$ cat src/rtl/spi_grp_pkg.sv
package spi_grp_pkg;
  localparam int WORD_W = 32;
  localparam int LEN_W  = 5;
  localparam int DLY_W  = 8;

  typedef enum logic [2:0] {
    SQ_IDLE, SQ_FETCH, SQ_ARM, SQ_SETUP, SQ_SHIFT, SQ_HOLD, SQ_GAP, SQ_DONE
  } seq_st_t;
endpackage

$ cat src/rtl/spi_grp_ram.sv
module spi_grp_ram #(
  parameter int WIDTH = 8,
  parameter int DEPTH = 8,
  localparam int AW = (DEPTH > 1) ? $clog2(DEPTH) : 1
) (
  input  logic             clk,
  input  logic             we,
  input  logic [AW-1:0]    waddr,
  input  logic [WIDTH-1:0] wdata,
  input  logic [AW-1:0]    raddr,
  output logic [WIDTH-1:0] rdata
);
  logic [WIDTH-1:0] mem [DEPTH];

  always_ff @(posedge clk) begin
    if (we) mem[waddr] <= wdata;
    rdata <= mem[raddr];
  end
endmodule

$ cat src/rtl/spi_grp_shift.sv
module spi_grp_shift
  import spi_grp_pkg::*;
#(
  parameter int MAX_LEN = 16,
  localparam int BW = $clog2(MAX_LEN)
) (
  input  logic               clk,
  input  logic               rst,
  input  logic               go,
  input  logic [MAX_LEN-1:0] tx_word,
  input  logic [LEN_W-1:0]   nbits,
  input  logic [DLY_W-1:0]   presc,
  input  logic               miso,
  output logic               sclk,
  output logic               mosi,
  output logic               fin,
  output logic [MAX_LEN-1:0] rx_word
);
  logic               active;
  logic [DLY_W-1:0]   div;
  logic [MAX_LEN-1:0] tx_r;
  logic [BW-1:0]      bidx;
  logic [LEN_W-1:0]   nm1;
  logic [BW-1:0]      top_bit;

  assign nm1     = nbits - 1'b1;
  assign top_bit = nm1[BW-1:0];

  always_ff @(posedge clk) begin
    if (rst) begin
      active  <= 1'b0;
      div     <= '0;
      tx_r    <= '0;
      bidx    <= '0;
      sclk    <= 1'b0;
      mosi    <= 1'b0;
      fin     <= 1'b0;
      rx_word <= '0;
    end else begin
      fin <= 1'b0;
      if (go) begin
        active  <= 1'b1;
        div     <= '0;
        sclk    <= 1'b0;
        tx_r    <= tx_word;
        bidx    <= top_bit;
        mosi    <= tx_word[top_bit];
        rx_word <= '0;
      end else if (active) begin
        if (div == presc) begin
          div <= '0;
          if (!sclk) begin
            sclk    <= 1'b1;
            rx_word <= {rx_word[MAX_LEN-2:0], miso};
          end else begin
            sclk <= 1'b0;
            if (bidx == '0) begin
              active <= 1'b0;
              fin    <= 1'b1;
              mosi   <= 1'b0;
            end else begin
              bidx <= bidx - 1'b1;
              mosi <= tx_r[bidx-1'b1];
            end
          end
        end else begin
          div <= div + 1'b1;
        end
      end
    end
  end

  assert_sclk_idle_low_R4: assert property (@(posedge clk) disable iff (rst)
    !active |-> !sclk);
  assert_mosi_on_fall_R4: assert property (@(posedge clk) disable iff (rst)
    !$stable(mosi) |-> ($fell(sclk) || $past(go)));
  assert_fin_after_fall_R4: assert property (@(posedge clk) disable iff (rst)
    fin |-> (!sclk && !active));
endmodule

$ cat src/rtl/spi_grp_seq.sv
module spi_grp_seq
  import spi_grp_pkg::*;
#(
  parameter int DEPTH   = 8,
  parameter int NCS     = 2,
  parameter int MAX_LEN = 16,
  localparam int AW  = (DEPTH > 1) ? $clog2(DEPTH) : 1,
  localparam int CSW = (NCS > 1) ? $clog2(NCS) : 1
) (
  input  logic               clk,
  input  logic               rst,
  input  logic               start,
  input  logic [AW-1:0]      grp_last,
  input  logic [MAX_LEN-1:0] ent_data,
  input  logic [CSW-1:0]     ent_cs,
  input  logic               ent_hold,
  input  logic [DLY_W-1:0]   setup_dly,
  input  logic [DLY_W-1:0]   hold_dly,
  input  logic [DLY_W-1:0]   gap_dly,
  input  logic               fin,
  input  logic [MAX_LEN-1:0] rx_word,
  output logic [AW-1:0]      rd_idx,
  output logic [MAX_LEN-1:0] tx_word,
  output logic               go,
  output logic               busy,
  output logic               done,
  output logic [NCS-1:0]     cs_n,
  output logic               rxw_en,
  output logic [AW-1:0]      rxw_addr,
  output logic [MAX_LEN-1:0] rxw_data
);
  seq_st_t          st;
  logic [AW-1:0]    idx, last;
  logic [DLY_W-1:0] cnt;
  logic [CSW-1:0]   cur_cs, w_cs;
  logic             w_hold, frame_open, hold_act, pend;

  assign rd_idx = idx;

  always_ff @(posedge clk) begin
    if (rst) begin
      st <= SQ_IDLE; idx <= '0; last <= '0; cnt <= '0;
      cur_cs <= '0; w_cs <= '0; w_hold <= 1'b0; tx_word <= '0;
      frame_open <= 1'b0; hold_act <= 1'b0; pend <= 1'b0;
      go <= 1'b0; busy <= 1'b0; done <= 1'b0; cs_n <= '1;
      rxw_en <= 1'b0; rxw_addr <= '0; rxw_data <= '0;
    end else begin
      go     <= 1'b0;
      done   <= 1'b0;
      rxw_en <= 1'b0;
      unique case (st)
        SQ_IDLE: if (start) begin
          busy <= 1'b1; idx <= '0; last <= grp_last;
          frame_open <= 1'b0; hold_act <= 1'b0;
          st <= SQ_FETCH;
        end
        SQ_FETCH: st <= SQ_ARM;
        SQ_ARM: begin
          tx_word <= ent_data; w_cs <= ent_cs; w_hold <= ent_hold;
          if (frame_open && hold_act && ent_cs == cur_cs) begin
            cnt <= gap_dly; st <= SQ_GAP;
          end else if (frame_open) begin
            cnt <= hold_dly; pend <= 1'b1; st <= SQ_HOLD;
          end else begin
            cs_n <= ~(NCS'(1) << ent_cs); frame_open <= 1'b1;
            cur_cs <= ent_cs; hold_act <= ent_hold;
            cnt <= setup_dly; st <= SQ_SETUP;
          end
        end
        SQ_SETUP: if (cnt == '0) begin
          go <= 1'b1; st <= SQ_SHIFT;
        end else cnt <= cnt - 1'b1;
        SQ_SHIFT: if (fin) begin
          rxw_en <= 1'b1; rxw_addr <= idx; rxw_data <= rx_word;
          if (idx == last) begin
            cnt <= hold_dly; pend <= 1'b0; st <= SQ_HOLD;
          end else begin
            idx <= idx + 1'b1; st <= SQ_FETCH;
          end
        end
        SQ_HOLD: if (cnt == '0) begin
          cs_n <= '1; frame_open <= 1'b0; hold_act <= 1'b0;
          if (pend) begin cnt <= gap_dly; st <= SQ_GAP; end
          else st <= SQ_DONE;
        end else cnt <= cnt - 1'b1;
        SQ_GAP: if (cnt == '0) begin
          if (frame_open) begin
            go <= 1'b1; st <= SQ_SHIFT;
          end else begin
            cs_n <= ~(NCS'(1) << w_cs); frame_open <= 1'b1;
            cur_cs <= w_cs; hold_act <= w_hold;
            cnt <= setup_dly; st <= SQ_SETUP;
          end
        end else cnt <= cnt - 1'b1;
        SQ_DONE: begin
          done <= 1'b1; busy <= 1'b0; st <= SQ_IDLE;
        end
        default: st <= SQ_IDLE;
      endcase
    end
  end

  assert_one_cs_R12: assert property (@(posedge clk) disable iff (rst)
    $onehot0(~cs_n));
  assert_done_released_R11: assert property (@(posedge clk) disable iff (rst)
    done |-> (&cs_n && !busy));
  assert_done_pulse_R11: assert property (@(posedge clk) disable iff (rst)
    done |=> !done);
  assert_held_frame_kept_R5: assert property (@(posedge clk) disable iff (rst)
    (st == SQ_GAP && frame_open) |=> $stable(cs_n));
  assert_start_ignored_R2: assert property (@(posedge clk) disable iff (rst)
    (busy && st != SQ_DONE) |=> busy);
endmodule

$ cat src/rtl/spi_grp_master.sv
module spi_grp_master
  import spi_grp_pkg::*;
#(
  parameter int DEPTH   = 8,
  parameter int NCS     = 2,
  parameter int MAX_LEN = 16,
  localparam int AW  = (DEPTH > 1) ? $clog2(DEPTH) : 1,
  localparam int CSW = (NCS > 1) ? $clog2(NCS) : 1
) (
  input  logic               clk,
  input  logic               rst,
  input  logic               wr_en,
  input  logic [AW-1:0]      wr_addr,
  input  logic [WORD_W-1:0]  wr_data,
  input  logic [CSW-1:0]     wr_cs,
  input  logic               wr_hold,
  input  logic               start,
  input  logic [AW-1:0]      grp_last,
  input  logic [LEN_W-1:0]   char_len,
  input  logic [DLY_W-1:0]   setup_dly,
  input  logic [DLY_W-1:0]   hold_dly,
  input  logic [DLY_W-1:0]   gap_dly,
  input  logic [DLY_W-1:0]   sclk_div,
  output logic               busy,
  output logic               done,
  output logic               sclk,
  output logic               mosi,
  input  logic               miso,
  output logic [NCS-1:0]     cs_n,
  input  logic [AW-1:0]      rd_addr,
  output logic [MAX_LEN-1:0] rd_data
);
  localparam int ENT_W = 1 + CSW + MAX_LEN;

  logic [ENT_W-1:0]   ent;
  logic [AW-1:0]      rd_idx, rxw_addr;
  logic [MAX_LEN-1:0] tx_word, rx_word, rxw_data;
  logic [LEN_W-1:0]   eff_len;
  logic               go, fin, rxw_en;
  logic               unused_hi;

  assign unused_hi = ^wr_data[WORD_W-1:MAX_LEN];

  always_comb begin
    if (char_len < LEN_W'(2))            eff_len = LEN_W'(2);
    else if (char_len > LEN_W'(MAX_LEN)) eff_len = LEN_W'(MAX_LEN);
    else                                 eff_len = char_len;
  end

  spi_grp_ram #(.WIDTH(ENT_W), .DEPTH(DEPTH)) u_txbuf (
    .clk(clk), .we(wr_en), .waddr(wr_addr),
    .wdata({wr_hold, wr_cs, wr_data[MAX_LEN-1:0]}),
    .raddr(rd_idx), .rdata(ent));

  spi_grp_ram #(.WIDTH(MAX_LEN), .DEPTH(DEPTH)) u_rxbuf (
    .clk(clk), .we(rxw_en), .waddr(rxw_addr), .wdata(rxw_data),
    .raddr(rd_addr), .rdata(rd_data));

  spi_grp_seq #(.DEPTH(DEPTH), .NCS(NCS), .MAX_LEN(MAX_LEN)) u_seq (
    .clk(clk), .rst(rst), .start(start), .grp_last(grp_last),
    .ent_data(ent[MAX_LEN-1:0]), .ent_cs(ent[MAX_LEN +: CSW]),
    .ent_hold(ent[ENT_W-1]),
    .setup_dly(setup_dly), .hold_dly(hold_dly), .gap_dly(gap_dly),
    .fin(fin), .rx_word(rx_word), .rd_idx(rd_idx), .tx_word(tx_word),
    .go(go), .busy(busy), .done(done), .cs_n(cs_n),
    .rxw_en(rxw_en), .rxw_addr(rxw_addr), .rxw_data(rxw_data));

  spi_grp_shift #(.MAX_LEN(MAX_LEN)) u_shift (
    .clk(clk), .rst(rst), .go(go), .tx_word(tx_word), .nbits(eff_len),
    .presc(sclk_div), .miso(miso), .sclk(sclk), .mosi(mosi),
    .fin(fin), .rx_word(rx_word));

  assert_sclk_in_frame_R4: assert property (@(posedge clk) disable iff (rst)
    !$stable(sclk) |-> !(&cs_n));
  assert_idle_quiet_R1: assert property (@(posedge clk) disable iff (rst)
    !busy |-> (&cs_n && !sclk));
endmodule

$ cat config.mk
export PLATFORM = sky130hd
export DESIGN_NAME = spi_grp_master
export DESIGN_NICKNAME = d
export VERILOG_FILES = /design/src/rtl/spi_grp_pkg.sv /design/src/rtl/spi_grp_ram.sv /design/src/rtl/spi_grp_shift.sv /design/src/rtl/spi_grp_seq.sv /design/src/rtl/spi_grp_master.sv
export SDC_FILE = /design/constraint.sdc
export NUM_CORES = 1
export LEC_CHECK = 0
export ABC_CLOCK_PERIOD_IN_PS = 3400
export BUFFER_PORTS_ARGS = -buffer_cell sky130_fd_sc_hd__clkbuf_2
export CAP_MARGIN = 0
export CORE_ASPECT_RATIO = 1.75
export CORE_MARGIN = 2
export CORE_UTILIZATION = 55
export CTS_CLUSTER_SIZE = 16
export DETAILED_ROUTE_END_ITERATION = 10
export GPL_TIMING_DRIVEN = 0
export HOLD_SLACK_MARGIN = 0.08
export PLACE_DENSITY_LB_ADDON = 0.15
export SLEW_MARGIN = 40
export SYNTH_ARGS = -nofsm -noshare
export SYNTH_HDL_FRONTEND = slang
export SYNTH_SLANG_ARGS = --single-unit
$ cat constraint.sdc
create_clock -name clk -period 3.4 [get_ports clk]
set_input_delay 0.51 -clock clk [delete_from_list [all_inputs] [get_ports clk]]
set_output_delay 0.51 -clock clk [all_outputs]
set_load 0.01 [all_outputs]
# Word level (Yosys, flattened, before mapping)
# Memory sizes are Yosys's and may differ from the RTL's. A register that Yosys moved wholly into a read port is not among the register bits.
# Cells that the tools add are included.
word_totals:
  regBits: 112
  mem_count: 2
  out_inout_bits: 22
  in_bits: 85
  ramBits: 272
  elab_cells: 190
op_classes:
  n_lt_le_gt_ge: 4
  mux: 87
  eq_ne: 25
  reduce_logical: 33
  shifts: 2
  bitwise: 6
  add_sub_neg: 5
memory_table:
  columns: ["memory", "words", "word_bits", "rd", "rd_clocked_by_memory_dff", "wr", "line", "text"]
  rows:
  - ["u_txbuf.mem", 8, 18, 1, 1, 1, "spi_grp_ram.sv:13", "logic [WIDTH-1:0] mem [DEPTH];"]
  - ["u_rxbuf.mem", 8, 16, 1, 1, 1, "spi_grp_ram.sv:13", null]
ops:
  columns: ["operator", "count"]
  rows:
  - ["8-bit two-way mux", 10]
  - ["1-bit two-way mux", 41]
  - ["8-bit one-hot mux with 5 select lines", 1]
  - ["3-bit two-way mux", 12]
  - ["4-bit two-way mux", 7]
  - ["3-bit one-hot mux with 8 select lines", 1]
  - ["5-bit AND reduction", 4]
  - ["2-bit inequality test (second input constant)", 7]
  - ["2-bit nonzero test", 7]
  - ["3-bit equality test (second input constant)", 4]
  - ["2-bit by 1-bit inequality test with 1-bit output (second input constant)", 6]
  - ["6-bit AND reduction", 2]
  - ["4-bit by 5-bit less-than comparator with 1-bit output (second input constant)", 2]
  - ["2-bit two-way mux", 5]
  - ["8-bit by 1-bit adder with 8-bit output (second input constant)", 1]
  - ["1-bit binary-select mux with 4-bit select", 2]
  - ["8-bit equality test", 1]
  - ["8-bit zero test", 1]
  - ["1-bit one-hot mux with 2 select lines", 4]
  - ["1-bit one-hot mux with 4 select lines", 2]
  - ["2-bit AND reduction", 4]
  - ["4-bit AND reduction", 2]
  - ["4-bit by 1-bit subtractor with 4-bit output (second input constant)", 2]
  - ["8-bit by 1-bit subtractor with 8-bit output (second input constant)", 1]
  - ["24 further kinds", 33]

# Logic depth before layout (Yosys ltp)
# Gate-level depths: netlist (run 1).
logic_depth:
  word_depth: 8
  ltp_mapped: 9
  depth_no_buf: 8

# Modules after synthesis
# A second synthesis (run 1) with hierarchy kept.
hier_totals:
  hier_cells: 1125
  hier_area_um2: 16948.8
modules_own_cells:
  columns: ["mod", "instances", "cells_each", "area_per_inst_um2", "seq_area_each_um2"]
  rows:
  - ["spi_grp_ram at u_txbuf", 1, 239, 5964.5, 4684.5]
  - ["spi_grp_ram at u_rxbuf", 1, 214, 5293.8, 4164.0]
  - ["spi_grp_seq", 1, 431, 3299.4, 1281.2]
  - ["spi_grp_shift", 1, 234, 2338.5, 960.9]
  - ["spi_grp_master", 1, 7, 52.6, 0.0]

# Worst setup path before layout (run 1)
# OpenSTA, ideal clock, no wires.
synth_timing:
  kind: "input-to-reg"
  startpoint: "in wr_addr[2]"
  endpoint: "mem u_txbuf.mem[0][0] (netlist name), enable pin"
  setup_ns: 0.416
  path_slack_ns: 1.026
  stages: 2
  arrival_ns: 1.958
  n_path_buf: 0
  required_ns: 2.984
  path_cell_list: "nand2b_1 -> nor3_1"
synth_rtl:
  columns: ["item", "line", "text"]
  rows:
  - ["start, declared", "spi_grp_master.sv:13", "input logic [AW-1:0] wr_addr,"]
  - ["end, declared", "spi_grp_ram.sv:13", null]
# Straight into the memory's write port.

# Final worst setup path (run 1)
layout_timing:
  startpoint: "reg u_shift.bidx[0]"
  endpoint: "reg u_shift.mosi"
layout_via:
  elab_chain_len: 8
  elab_cells_between_ends: 9
  cone_classes: "1 x add/sub; 7 x mux; 1 x reduce/logical"
layout_rtl:
  columns: ["item", "line", "text"]
  rows:
  - ["start, declared", "spi_grp_shift.sv:22", "logic [BW-1:0] bidx;"]
  - ["start signal, assigned", "spi_grp_shift.sv:46", "bidx <= top_bit;"]
  - ["start signal, assigned", "spi_grp_shift.sv:62", "bidx <= bidx - 1'b1;"]
  - ["4-bit by 1-bit subtractor with 4-bit output", "spi_grp_shift.sv:63", "mosi <= tx_r[bidx-1'b1];"]
  - ["1-bit binary-select mux with 4-bit select", "spi_grp_shift.sv:63", null]
  - ["1-bit two-way mux (not written as such)", "spi_grp_shift.sv:63", null]
  - ["1-bit two-way mux (*)", "spi_grp_shift.sv:57", "if (bidx == '0) begin"]
  - ["1-bit two-way mux (*)", "spi_grp_shift.sv:52", "if (!sclk) begin"]
  - ["1-bit two-way mux (*)", "spi_grp_shift.sv:50", "if (div == presc) begin"]
  - ["1-bit two-way mux (*)", "spi_grp_shift.sv:49", "end else if (active) begin"]
  - ["1-bit two-way mux (*)", "spi_grp_shift.sv:41", "if (go) begin"]
  - ["end signal, assigned", "spi_grp_shift.sv:47", "mosi <= tx_word[top_bit];"]
  - ["end signal, assigned", "spi_grp_shift.sv:63", null]
  - ["end, declared", "spi_grp_shift.sv:15", "output logic mosi,"]
# Mark *: on every way between the ends. The rest lies on a longest branch, timed or not. The select of a mux whose other input is x is not followed.
# A chain may end at the register's enable or synchronous reset.

==> results of run 1 <==
## how the worst max path moves through the flow
| stage | startpoint | endpoint | slack (ns) | depth (start not counted) |
|---|---|---|---|---|
| floorplan | wr_addr[2] | u_txbuf.mem[0][0]$_DFFE_PP_ | 1.03 | 2 |
| global placement | wr_addr[2] | u_txbuf.mem[0][8]$_DFFE_PP_ | -0.27 | 3 |
| detailed placement | char_len[2] | u_shift.mosi$_SDFFE_PP0P_ | 0.61 | 9 |
| CTS | u_shift.bidx[0]$_SDFFE_PP0P_ | u_shift.mosi$_SDFFE_PP0P_ | 0.69 | 7 |
| global route | u_shift.bidx[0]$_SDFFE_PP0P_ | u_shift.mosi$_SDFFE_PP0P_ | 0.58 | 7 |
| finish | u_shift.bidx[0]$_SDFFE_PP0P_ | u_shift.mosi$_SDFFE_PP0P_ | 0.73 | 7 |
## layout make-up
cell class	count	share of cell area, %
buffer	61	1.33
clock buffer	54	5.78
clock inverter	16	0.555
inverter	29	0.574
multi-input combinational	616	27.0
sequential	418	58.5
tap	382	2.52
timing repair buffer	109	3.72
## registers in the layout, indices dropped and copies added (netlist names), 16 cells and up
| signal | cells |
|---|---|
| u_shift.tx_r | 16 |
| u_rxbuf.mem | 128 |
| u_rxbuf.rdata | 16 |
| u_txbuf.rdata | 18 |
| u_shift.rx_word | 16 |
| u_txbuf.mem | 144 |
| u_seq.tx_word | 16 |
| u_seq.rxw_data | 16 |
## per-layer routing
layer  track usage [%]  routed length [um]  share of wire, %
met2              46.2               20300                60
met4              7.04                 916               2.7
met5                 0                   0                 0
met1              22.2               11700                35
met3              3.05                 967               2.8
## power by group through the flow
stage,clock network (mW),registers [mW],logic [mW]
global route,4.33,5.76,1.82
CTS,4.16,5.74,1.67
global placement,0,5.84,1.63
detailed placement,0,5.84,1.66
floorplan,0,5.82,1.21
finish,4.09,5.74,1.65
## stage by stage
step | util, % | hold slack, ns | TNS, ns | instance area [um^2] | setup WS [ns]
detailed placement | 60.4 | 0.428 | 0 | 17700 | 0.605
CTS | 64.5 | 0.221 | 0 | 18900 | 0.691
global route | 64.5 | 0.251 | 0 | 19000 | 0.577
floorplan | - | 0.417 | 0 | 16400 | 1.03
finish | 64.5 | 0.234 | 0 | 19000 | 0.726
global placement | 59.1 | 0.422 | -8.80 | 17400 | -0.269
## tightest hold or removal path, stage by stage
cell	delay [ns]
clkbuf_2	0.10
nand2_1	0.06
a21oi_1	0.05
## placed cells by master, fill, tap and decap left out, types with 3 or more instances in the layout
cell	n
a32o_1	8
nand2_1	127
nand3_1	7
mux2_2	34
a21oi_1	77
clkinv_1	9
nand2b_1	14
and2_1	3
or3_1	3
o22ai_1	9
nor2_4	12
nor3_2	5
mux4_2	74
inv_1	28
clkbuf_2	87
a221o_1	8
edfxtp_1	272
a211oi_1	3
nor2_1	64
clkinv_2	3
clkbuf_16	41
nor3_1	9
o21ai_0	25
a22oi_1	11
xor2_1	22
nand4_1	4
xnor2_1	10
buf_2	17
dfxtp_1	146
buf_8	10
and3_1	3
clkbuf_1	50
buf_4	6
buf_1	8
nor2b_1	9
a21o_1	5
mux2i_1	31
ha_1	6
## kinds of logic after synthesis
logic type | share of synthesized area [%]
compound gates | 6.20
flops | 67.4
fa+ha+maj | 0.456
buf+inv | 2.19
simple gates | 7.68
mux | 14.3
xor+xnor | 1.70
==> flow_summary.json, run 1 <==
{
  "cpPeakStageDelay_ns": 0.55,
  "tightest_slew_ns": 0.810,
  "htree_levels": 2,
  "yosysWarnings": 0,
  "drive_gt1_share_pct": 23.7,
  "power.switching_mw": 2.83,
  "setup_viol": 0,
  "vias": 9499,
  "power.total_mw": 11.5,
  "power_leakage_nw": 6.52,
  "rrSetupSlack_ns": 0.73,
  "track_usage_pct": 22.4,
  "path_cells": "clkbuf_1 > inv_1 > ha_1 > mux4_2 > mux4_2 > a21oi_1 > nor4_1",
  "cts_hold_buf": 0,
  "syn-num-nets": 1215,
  "period_minus_slack_ns": 2.67,
  "crit_top_cell": "mux4_2",
  "drv_cap": 0,
  "slew_viol_final": 0,
  "clock_path_buffers": 3,
  "drc": 0,
  "boundaryPins": 107,
  "ctsResizeCount": 0,
  "cts_made_buffers": 38,
  "cp.required_ns": 3.81,
  "row_count": 83,
  "end_kind": "register",
  "grt_pass1_wl_mm": 53.4,
  "die_area_um2": 31400,
  "synth-edff-count": 272,
  "clk_pin_slew_worst_paths_ns": 0.07,
  "fill_cells": 2107,
  "internal_power_mw": 8.65,
  "critPathLaunchType": "register",
  "yosys.area.top_type": "edfxtp_1",
  "hold_start": "miso",
  "antenna_found_initial": 0,
  "avgViaCountPerCell": 5.64,
  "clockPowerShare_pct": 35.6,
  "synthToLayoutAreaGrowth_pct": 15.2,
  "routed_wl_mm": 33.9,
  "start_util_pct": 56.0,
  "slowest_stage": "mux4_2",
  "cts_tree": "yes",
  "switching_share_pct": 24.6,
  "final_cells": 1685,
  "cts_root_buf": "clkbuf_16",
  "grt_pass1_vias": 10100,
  "dr.pass1.iters": 5,
  "syn_inst": 1124,
  "multi_input_area_um2": 5110,
  "run_status": "finished clean",
  "r2r-end": "u_shift.mosi$_SDFFE_PP0P_",
  "grt_overflow": 0,
  "rsz0062_at_grt": "false",
  "port_buffers": 87,
  "drt_iter0_drc": 424,
  "dp.cells": 1615,
  "crit_type": "register to register",
  "path_buf_inv": 2,
  "synth_area_um2": 16400,
  "ir_drop_v": 0.000548,
  "clk_latency_ns": 0.54,
  "synth_ff_type": "edfxtp_1",
  "slew_headroom_pct": 46.0,
  "critPathMaxFanout": 7,
  "worstReg2RegStart": "u_shift.bidx[0]$_SDFFE_PP0P_",
  "yosys_register_bits": 418,
  "routedWlPerCell_um": 20.1,
  "diodes": 0,
  "seq_power_share_pct": 50.0,
  "final_nets": 1364,
  "fp.coreArea_um2": 29400,
  "cp_data_arrival_time_ns": 3.08,
  "gp_congestion": 0.902,
  "fp.dieH_um": 233,
  "hold_viol_final": 0,
  "grt_max_degree": 17,
  "syn_area_per_cell_um2": 14.6,
  "netlist-cell-type-count": 58,
  "yosys-top-cells-area": "edfxtp_1 50%, dfxtp_1 18%, mux4_2 10%",
  "ys_top_cells_by_count": "272 x edfxtp_1, 146 x dfxtp_1, 127 x nand2_1",
  "cts_setup_buffers": 0,
  "hold_end": "u_shift.rx_word[0]$_SDFFE_PP0P_",
  "synth-async-reset-ratio_pct": 0,
  "cts.sinks": 418,
  "fmax_ghz": 0.374,
  "skew_ns": 0.0223,
  "drtAntennaViolNets": 0,
  "die_x_um": 135,
  "yosysMostFrequentCell": "edfxtp_1",
  "period_share_pct": 78.7,
  "crit_family": "multiplexers",
  "power.density_nw_per_um2": 605,
  "combPwrFrac_pct": 14.4,
  "hold_depth": 3,
  "dp_hpwl_mm": 24.2,
  "synth_top_area_share_pct": 49.7,
  "yosysSeqAreaShare_pct": 67.4,
  "seq_area_um2": 11100,
  "min-delay-path-class": "input port to register",
  "r2r_cells": 7
}
Power figures use the tool's default switching activity.
==> run 2, diff against run 1 <==
--- a/config.mk
+++ b/config.mk
@@ -5,7 +5,7 @@
 export SDC_FILE = /design/constraint.sdc
 export NUM_CORES = 1
 export LEC_CHECK = 0
-export ABC_CLOCK_PERIOD_IN_PS = 3400
+export ABC_CLOCK_PERIOD_IN_PS = 2800
 export BUFFER_PORTS_ARGS = -buffer_cell sky130_fd_sc_hd__clkbuf_2
 export CAP_MARGIN = 0
 export CORE_ASPECT_RATIO = 1.75
==> constraint.sdc (replaced) <==
create_clock -name clk -period 2.8 [get_ports clk]
set_input_delay 0.42 -clock clk [delete_from_list [all_inputs] [get_ports clk]]
set_output_delay 0.42 -clock clk [all_outputs]
set_load 0.01 [all_outputs]
==> flow_summary.json, run 2 (synthesized netlist as in run 1, its figures left out) <==
{
  "run_status": "finished clean",
  "wl_met1_mm": 11.7,
  "path_buf_inv": 1,
  "crit_family": "multiplexers",
  "antenna_found_initial": 0,
  "port_buffers": 87,
  "grt_pass1_wl_mm": 53.4,
  "cts_tree": "yes",
  "setup_slack_ns": 0.272,
  "critPathMaxFanout": 7,
  "cp_num_cells": 6,
  "avgViaCountPerCell": 5.65,
  "die_area_um2": 31400,
  "final_util_pct": 64.5,
  "cts_setup_buffers": 0,
  "clk_latency_ns": 0.54,
  "cp.required_ns": 3.21,
  "crit_start": "u_shift.bidx[0]$_SDFFE_PP0P_",
  "worstReg2RegStart": "u_shift.bidx[0]$_SDFFE_PP0P_",
  "grt_max_degree": 17,
  "htree_levels": 2,
  "gp_congestion": 0.902,
  "crit_type": "register to register",
  "layout_commonest_cell": "edfxtp_1",
  "hold_depth": 3,
  "final_area_um2": 18900,
  "slowest_stage": "dfxtp_1",
  "final_nets": 1363,
  "drive_gt1_share_pct": 23.7,
  "place_ws_ns": 0.0955,
  "boundaryPins": 107,
  "hold_viol_final": 0,
  "grt_pass1_vias": 10100,
  "slew_headroom_pct": 46.5,
  "fp.coreArea_um2": 29400,
  "power.density_nw_per_um2": 735,
  "track_usage_pct": 22.4,
  "clock_path_buffers": 3,
  "period_share_pct": 90.3,
  "largest_reg_flops": 144,
  "placedInstanceArea_um2": 17700,
  "cpPeakStageDelay_ns": 0.59,
  "cts_hold_buf": 0,
  "met2WireLength_mm": 20.3,
  "skew_ns": 0.0233,
  "cts.sinks": 418,
  "whs_ns": 0.144,
  "cp_data_arrival_time_ns": 2.94,
  "min-delay-path-class": "input port to register",
  "row_count": 83,
  "drtAntennaViolNets": 0,
  "route.met3.wl_mm": 1.06,
  "die_x_um": 135,
  "ir_drop_v": 0.000661,
  "hold_start": "miso",
  "diodes": 0,
  "grt_overflow": 0,
  "end_kind": "register",
  "fmax_ghz": 0.396,
  "cts_made_buffers": 38,
  "fill_cells": 2106,
  "r2r_cells": 6,
  "drt_iter0_drc": 409,
  "drc": 0,
  "routed_wl_mm": 34.0,
  "regMostFlops": "u_txbuf.mem",
  "reg_top3": "u_txbuf.mem x144, u_rxbuf.mem x128, u_txbuf.rdata x18",
  "cts_root_buf": "clkbuf_16",
  "period_minus_slack_ns": 2.53,
  "slew_viol_final": 0,
  "routedWlPerCell_um": 20.2,
  "start_util_pct": 56.0,
  "dp.cells": 1615,
  "power_leakage_nw": 6.52,
  "rsz0062_at_grt": "false",
  "ctsResizeCount": 0,
  "final_cell_mix": "272 x edfxtp_1, 146 x dfxtp_1, 127 x nand2_1",
  "clk_pin_slew_worst_paths_ns": 0.07,
  "drv_cap": 0,
  "tightest_slew_ns": 0.802,
  "dp_hpwl_mm": 24.2,
  "fp.dieH_um": 233,
  "dr.pass1.iters": 5,
  "setup_viol": 0,
  "crit_top_cell": "mux4_2",
  "final_cells": 1684,
  "path_cells": "inv_1 > ha_1 > mux4_2 > mux4_2 > a21oi_1 > nor4_1",
  "vias": 9511,
  "synthToLayoutAreaGrowth_pct": 15.2,
  "top_layer_used": "met4",
  "critPathLaunchType": "register"
}
==> run 2: path summary, 6_finish.rpt <==
check,to,slack [ns]
setup / recovery,u_shift.mosi$_SDFFE_PP0P_,0.27
hold / removal,u_shift.rx_word[0]$_SDFFE_PP0P_,0.14
setup reg to reg,u_shift.mosi$_SDFFE_PP0P_,0.27
hold reg to reg,u_seq.tx_word[7]$_SDFFE_PP0N_,0.43
==> run 2: stage by stage <==
stage	TNS, ns	total power [mW]
final	0	13.9
after global routing	0	14.5
after CTS	0	14.0
after detailed placement	0	9.11
after global placement	-33.21	9.07
after floorplan	0	8.53
==> run 2: layer usage <==
layer  track usage (%)  up-vias
li1                  -     4521
met1              22.2     4733
met2              46.2      192
met3              3.05       65
met4              7.04        0
met5                 0        -
==> run 2: layout make-up <==
type / instances / area, um^2 / area share (%)
Multi-Input combinational cell: 616 / 5110 / 27.0
Tap cell: 382 / 478 / 2.52
Inverter: 29 / 109 / 0.575
Buffer: 60 / 249 / 1.31
Timing Repair Buffer: 109 / 706 / 3.72
Sequential cell: 418 / 11100 / 58.5
Clock inverter: 16 / 105 / 0.555
Clock buffer: 54 / 1090 / 5.78
==> run 2: worst register-to-register path, cell delays in order (launching register included) <==
cell,delay [ns]
dfxtp_1,0.59
inv_1,0.11
ha_1,0.46
mux4_2,0.55
mux4_2,0.48
a21oi_1,0.15
nor4_1,0.06
==> run 2: where the power goes <==
part	switching, mW	total, mW	internal (mW)
clock	2.14	4.96	2.83
sequential	0.171	6.97	6.80
combinational	1.12	2.00	0.879
total	3.43	13.9	10.5
